`config.mk`:
```
export PLATFORM = sky130hd
export DESIGN_NAME = stwb_top
export DESIGN_NICKNAME = d
export VERILOG_FILES = /design/src/rtl/stwb_pkg.sv /design/src/rtl/stwb_fifo.sv /design/src/rtl/stwb_admit.sv /design/src/rtl/stwb_sync.sv /design/src/rtl/stwb_match.sv /design/src/rtl/stwb_top.sv
export SDC_FILE = /design/constraint.sdc
export NUM_CORES = 1
export LEC_CHECK = 0
export ABC_AREA = 1
export BUFFER_PORTS_ARGS = -buffer_cell sky130_fd_sc_hd__buf_2
export CAP_MARGIN = 5
export CORE_ASPECT_RATIO = 0.9
export CORE_MARGIN = 2
export CORE_UTILIZATION = 32
export CTS_BUF_LIST = sky130_fd_sc_hd__clkbuf_4 sky130_fd_sc_hd__clkbuf_8
export DETAILED_ROUTE_END_ITERATION = 10
export SLEW_MARGIN = 5
export SYNTH_ARGS = -nofsm -noshare
export SYNTH_HDL_FRONTEND = slang
export SYNTH_HIERARCHICAL = 1
export SYNTH_SLANG_ARGS = --single-unit
```
`constraint.sdc`:
```
create_clock -name clk -period 3.2 [get_ports clk]
set_input_delay 0.16 -clock clk [delete_from_list [all_inputs] [get_ports clk]]
set_output_delay 0.16 -clock clk [all_outputs]
set_load 0.02 [all_outputs]
```
`src/rtl/stwb_pkg.sv`:
```
package stwb_pkg;

    typedef enum logic [1:0] {
        ATTR_WBACK    = 2'b00,
        ATTR_WTHRU    = 2'b01,
        ATTR_UNCACHED = 2'b10,
        ATTR_RSVD     = 2'b11
    } mem_attr_e;

    // Stores to these regions must reach next-level memory.
    function automatic logic attr_posted(input logic [1:0] attr);
        return (attr == ATTR_WTHRU) || (attr == ATTR_UNCACHED);
    endfunction

endpackage

```
`src/rtl/stwb_fifo.sv`:
```
module stwb_fifo #(
    parameter int DEPTH = 4,
    parameter int AW    = 32,
    parameter int DW    = 32,
    parameter int BW    = 4
) (
    input  logic                       clk,
    input  logic                       rst_n,
    input  logic                       push,
    input  logic [AW-1:0]              in_addr,
    input  logic [DW-1:0]              in_data,
    input  logic [BW-1:0]              in_be,
    input  logic                       pop,
    output logic                       out_valid,
    output logic [AW-1:0]              out_addr,
    output logic [DW-1:0]              out_data,
    output logic [BW-1:0]              out_be,
    output logic                       full,
    output logic                       empty,
    output logic                       empty_next,
    output logic [DEPTH-1:0]           slot_vld,
    output logic [DEPTH-1:0][AW-1:0]   slot_addr
);
    localparam int PW = (DEPTH > 1) ? $clog2(DEPTH) : 1;
    localparam int CW = $clog2(DEPTH + 1);

    typedef struct packed {
        logic [PW-1:0]             wp;
        logic [PW-1:0]             rp;
        logic [CW-1:0]             cnt;
        logic [DEPTH-1:0]          vld;
        logic [DEPTH-1:0][AW-1:0]  addr;
        logic [DEPTH-1:0][DW-1:0]  data;
        logic [DEPTH-1:0][BW-1:0]  be;
    } fifo_st_t;

    fifo_st_t q, d;

    function automatic logic [PW-1:0] nxt(input logic [PW-1:0] p);
        return (p == PW'(DEPTH - 1)) ? '0 : p + 1'b1;
    endfunction

    always_comb begin
        d = q;
        // The drain is applied first, so a full queue can free the
        // head slot and refill it in the same cycle.
        if (pop) begin
            d.vld[q.rp] = 1'b0;
            d.rp        = nxt(q.rp);
        end
        if (push) begin
            d.vld[q.wp]  = 1'b1;
            d.addr[q.wp] = in_addr;
            d.data[q.wp] = in_data;
            d.be[q.wp]   = in_be;
            d.wp         = nxt(q.wp);
        end
        d.cnt = q.cnt + CW'(push) - CW'(pop);
    end

    always_ff @(posedge clk or negedge rst_n) begin
        if (!rst_n) q <= '0;
        else        q <= d;
    end

    assign out_valid  = (q.cnt != '0);
    assign out_addr   = q.addr[q.rp];
    assign out_data   = q.data[q.rp];
    assign out_be     = q.be[q.rp];
    assign full       = (q.cnt == CW'(DEPTH));
    assign empty      = (q.cnt == '0);
    assign empty_next = (d.cnt == '0);
    assign slot_vld   = q.vld;
    assign slot_addr  = q.addr;


    no_overflow_chk: assert property (@(posedge clk) disable iff (!rst_n)
        (push && full) |-> pop);


    no_underflow_chk: assert property (@(posedge clk) disable iff (!rst_n)
        pop |-> !empty);


    slot_count_chk: assert property (@(posedge clk) disable iff (!rst_n)
        $countones(q.vld) == int'(q.cnt));

endmodule

```
`src/rtl/stwb_admit.sv`:
```
module stwb_admit (
    input  logic       st_valid,
    input  logic [1:0] st_attr,
    input  logic       full,
    input  logic       pop,
    input  logic       sync_busy,
    output logic       push,
    output logic       stall
);
    import stwb_pkg::*;

    logic posted;
    logic blocked;

    always_comb begin
        posted  = st_valid && attr_posted(st_attr);
        // A full queue frees a slot only when its head drains this cycle.
        blocked = sync_busy || (full && !pop);
        stall   = posted && blocked;
        push    = posted && !blocked;
    end

endmodule

```
`src/rtl/stwb_sync.sv`:
```
module stwb_sync (
    input  logic clk,
    input  logic rst_n,
    input  logic sync_req,
    input  logic empty_next,
    input  logic empty,
    output logic busy,
    output logic ack
);
    typedef struct packed {
        logic pend;
        logic ack;
    } sync_st_t;

    sync_st_t q, d;

    always_comb begin
        d.pend = q.pend | sync_req;
        d.ack  = 1'b0;
        if (d.pend && empty_next) begin
            d.ack  = 1'b1;
            d.pend = 1'b0;
        end
    end

    always_ff @(posedge clk or negedge rst_n) begin
        if (!rst_n) q <= '0;
        else        q <= d;
    end

    assign busy = q.pend;
    assign ack  = q.ack;


    sync_ack_empty_chk: assert property (@(posedge clk) disable iff (!rst_n)
        ack |-> empty);

endmodule

```
`src/rtl/stwb_match.sv`:
```
module stwb_match #(
    parameter int DEPTH = 4,
    parameter int AW    = 32
) (
    input  logic                     ld_valid,
    input  logic [AW-1:0]            ld_addr,
    input  logic [DEPTH-1:0]         slot_vld,
    input  logic [DEPTH-1:0][AW-1:0] slot_addr,
    output logic                     ld_stall
);
    logic [DEPTH-1:0] hit;

    for (genvar i = 0; i < DEPTH; i++) begin : g_cmp
        assign hit[i] = slot_vld[i] && (slot_addr[i] == ld_addr);
    end

    assign ld_stall = ld_valid && (|hit);

endmodule

```
`src/rtl/stwb_top.sv`:
```
module stwb_top #(
    parameter int DEPTH = 4,
    parameter int AW    = 32,
    parameter int DW    = 32,
    parameter int BW    = DW / 8
) (
    input  logic          clk,
    input  logic          rst_n,
    input  logic          st_valid,
    input  logic [1:0]    st_attr,
    input  logic [AW-1:0] st_addr,
    input  logic [DW-1:0] st_data,
    input  logic [BW-1:0] st_be,
    output logic          st_stall,
    input  logic          ld_valid,
    input  logic [AW-1:0] ld_addr,
    output logic          ld_stall,
    input  logic          sync_req,
    output logic          sync_ack,
    output logic          mw_valid,
    output logic [AW-1:0] mw_addr,
    output logic [DW-1:0] mw_data,
    output logic [BW-1:0] mw_be,
    input  logic          mw_ready
);
    logic                     push, pop, full, empty, empty_next, sync_busy;
    logic [DEPTH-1:0]         slot_vld;
    logic [DEPTH-1:0][AW-1:0] slot_addr;

    assign pop = mw_valid && mw_ready;

    stwb_admit u_admit (
        .st_valid  (st_valid),
        .st_attr   (st_attr),
        .full      (full),
        .pop       (pop),
        .sync_busy (sync_busy),
        .push      (push),
        .stall     (st_stall)
    );

    stwb_fifo #(.DEPTH(DEPTH), .AW(AW), .DW(DW), .BW(BW)) u_fifo (
        .clk        (clk),
        .rst_n      (rst_n),
        .push       (push),
        .in_addr    (st_addr),
        .in_data    (st_data),
        .in_be      (st_be),
        .pop        (pop),
        .out_valid  (mw_valid),
        .out_addr   (mw_addr),
        .out_data   (mw_data),
        .out_be     (mw_be),
        .full       (full),
        .empty      (empty),
        .empty_next (empty_next),
        .slot_vld   (slot_vld),
        .slot_addr  (slot_addr)
    );

    stwb_sync u_sync (
        .clk        (clk),
        .rst_n      (rst_n),
        .sync_req   (sync_req),
        .empty_next (empty_next),
        .empty      (empty),
        .busy       (sync_busy),
        .ack        (sync_ack)
    );

    stwb_match #(.DEPTH(DEPTH), .AW(AW)) u_match (
        .ld_valid  (ld_valid),
        .ld_addr   (ld_addr),
        .slot_vld  (slot_vld),
        .slot_addr (slot_addr),
        .ld_stall  (ld_stall)
    );


    mw_hold_chk: assert property (@(posedge clk) disable iff (!rst_n)
        (mw_valid && !mw_ready) |=>
            (mw_valid && $stable(mw_addr) && $stable(mw_data) && $stable(mw_be)));


    ld_stall_nonempty_chk: assert property (@(posedge clk) disable iff (!rst_n)
        ld_stall |-> mw_valid);

endmodule

```
==> impl_metrics.py <==
metrics = {
    "outcome": {
        "run_status": "finished clean",
    },
    "clock_tree": {
        "cts_tree": "built",
        "cts.htree.levels": 2,
        "cts_root_buf": "clkbuf_8",
        "tritoncts_num_sinks": 285,
        "cts.repair.resized": 0,
        "cts_setup_buffers": 0,
        "clock_latency_ps": 640,
        "clock_pin_slew_on_the_worst_setup_and_hold_paths_ps": 60,
        "ctsLongestPathBuffers": 3,
        "cts_buffers": 52,
    },
    "final_layout": {
        "register_cell_area_after_layout_mm2": 0.00714,
        "synthToLayoutAreaGrowth_pct": 14.8,
        "drive_above_1_share": 0.154,
        "filler_cell_count": 4983,
        "final_nets": 2293,
        "multi_input_area_mm2": 0.00620,
        "final_instance_area_mm2": 0.0180,
        "finalCoreUtilization": 0.374,
    },
    "placed_design": {
        "placement.cell_area_mm2": 0.0161,
        "buffer_ports.inserted": 179,
        "globalplace.congestion": 0.950,
        "post-dp-hpwl_mm": 32.0,
    },
    "logic_synthesis": {
        "number_of_synthesized_flops_with_an_enable_pin": 0,
        "synth-seq-cells": 285,
        "mappedNetlistNets": 2205,
        "post_syn_area_per_cell_um2": 7.52,
        "ys_warn_count": 6,
        "netlist_area_mm2": 0.0157,
        "postSynth.asyncResetShare": 1.00,
        "netlist-cell-type-count": 29,
        "ys.flop_type": "dfrtp_1",
        "seq_area_frac_synth": 0.455,
        "postSynthCellCount": 2086,
    },
    "global_routing": {
        "grt_first_pass_wirelength_mm": 74.8,
        "grt_pass1_vias": 13300,
        "grt_start_max_net_pins": 141,
        "globalRoute.totalOverflow": 0,
        "antenna_violations_before_repair": 5,
        "globalRouteTotalUtil": 0.186,
    },
    "die": {
        "start_util": 0.326,
        "die_height_um": 214,
        "coreArea_mm2": 0.0481,
        "row_count": 76,
        "dieArea_mm2": 0.0508,
        "floorplan.io_pins": 180,
        "die_width_um": 237,
    },
    "timing": {
        "finalClockSkew_ps": 23.5,
        "max-slew-margin-rel": 0.468,
        "finalCritPeriodShare": 0.852,
        "rsz0062_at_grt": "false",
        "number_of_endpoints_with_negative_hold_slack_in_the_final_report": 0,
        "period_minus_slack_ps": 2730,
        "worst_pin_slew_ps": 799,
        "tns_ps": 0,
        "finalMaxSlewViolations": 0,
        "report.final.setup_viol": 0,
        "max_freq_ghz": 0.367,
    },
    "power": {
        "cellPowerDensity_mw_per_mm2": 1020,
        "vdd.ir_drop.worst_mv": 0.722,
        "p_leak_nw": 8.88,
    },
    "detailed_routing": {
        "vias_per_cell": 4.84,
        "post_drt_wl_per_cell_um": 16.8,
        "detail_route.drc_violations": 0,
        "post_drt_antenna_nets": 0,
        "initial_drt_pass_iterations": 6,
        "first_iter_violations": 1159,
        "vias": 13700,
        "routed_wl_mm": 47.6,
    },
    "critical_path": {
        "setup.worst_path.start_class": "register",
        "worst_ep_required_time_ps": 3040,
        "timing_worst_setup_path_type": "register to output pin",
        "cp_data_arrival_time_ps": 2570,
        "crit_path_max_fanout": 33,
        "worstSetupEndpointType": "output pin",
    },
    "hold_path": {
        "hp-class": "input port to register",
    },
    "job": {
        "max_cap_viol_count": 0,
    },
}
## cells by family after synthesis
| family | after synthesis | synth area share |
|---|---|---|
| AOI/OAI and AO/OA | 513 | 0.165 |
| xor gates and xnor gates | 46 | 0.0257 |
| adders and majority gates | 11 | 0.00925 |
| buffers and inverters | 443 | 0.152 |
| DFF | 285 | 0.455 |
| and+or+nand+nor | 788 | 0.193 |
## where the power goes
group	leakage [nW]	switching (W)	total (W)	internal (W)
registers	3.67	0.00133	0.00658	0.00524
logic	4.61	0.00521	0.00802	0.00281
clock network	0.606	0.00162	0.00384	0.00222
## worst max-delay path, stage by stage, from the launching register on
cell,delay [ps]
dfrtp_4,500
inv_4,310
buf_4,390
o21ai_0,120
o21ai_0,370
buf_2,240
## Yosys cell counts, types with 3 or more instances
library cell,number,area [um^2]
a21oi_1,3,15.0
buf_2,29,145
buf_4,139,1040
buf_6,22,248
clkbuf_1,47,176
clkbuf_2,4,20.0
clkinv_1,6,22.5
dfrtp_1,285,7130
ha_1,10,125
inv_1,164,616
inv_2,32,120
nand2_1,501,1880
nand3_1,11,55.1
nand4_1,10,62.6
nor2_1,258,968
o21ai_0,350,1750
o21ai_1,149,746
o221ai_1,4,35.0
o22ai_1,5,31.3
xnor2_1,45,394
## worst paths after layout
kind | startpoint | endpoint | slack, ps | depth (start not counted)
max | u_fifo/q[279]$_DFFE_PN0P_ | mw_data[8] | 470 | 5
max in group asynchronous | rst_n | async pin | 2200 | 3
min | st_valid | u_fifo/q[276]$_DFF_PN0_ | 100 | 4
min in group asynchronous | rst_n | async pin | 180 | 2
max reg2reg | u_fifo/q[277]$_DFF_PN0_ | u_sync/ack$_DFF_PN0_ | 570 | 18
min reg2reg | register | register | 480 | 2
## layout make-up
class,instances,share of cell area
Antenna cell,3,0.000417
Sequential cell,285,0.396
Clock inverter,11,0.00646
Tap cell,624,0.0434
Timing Repair Buffer,275,0.109
Clock buffer,82,0.0578
Multi-Input combinational cell,1358,0.344
Inverter,202,0.0424
## routing by layer
layer / routed length [um] / track usage
met1: 21000 / 0.248
met2: 21700 / 0.298
met3: 3770 / 0.0478
met4: 1080 / 0.0562
met5: 13 / 0
## what timing repair did
| item | CTS | global route |
|---|---|---|
| endpoints found under the hold margin | 366 | 0 |
| hold buffers | 71 | 0 |
| endpoints found under the setup margin | 0 | 0 |
## cells in the final DEF, fill, tap and decap left out, drive strengths merged, types with 4 or more instances in the layout
cell type,netlist,final
nand2,501,501
inv,196,196
nand4,11,11
nand3,12,12
xnor2,45,45
dfrtp,285,285
o21ai,499,499
buf,190,204
nor2,260,260
clkbuf,51,82
o221ai,4,4
ha,10,10
clkinv,6,12
dlygate4sd3,0,71
o22ai,5,5
## metrics by stage
stage               std cells  power (W)  worst slack [ps]  hold WS [ps]
finish                   2840     0.0184               473           101
global route             2838     0.0199               201          95.1
CTS                      2837     0.0186               402          49.2
detailed placement       2673     0.0145               571           272
global placement         2673     0.0144               546           272
floorplan                2086     0.0127               415          -136
No activity file was read; power rests on OpenSTA's default activity.
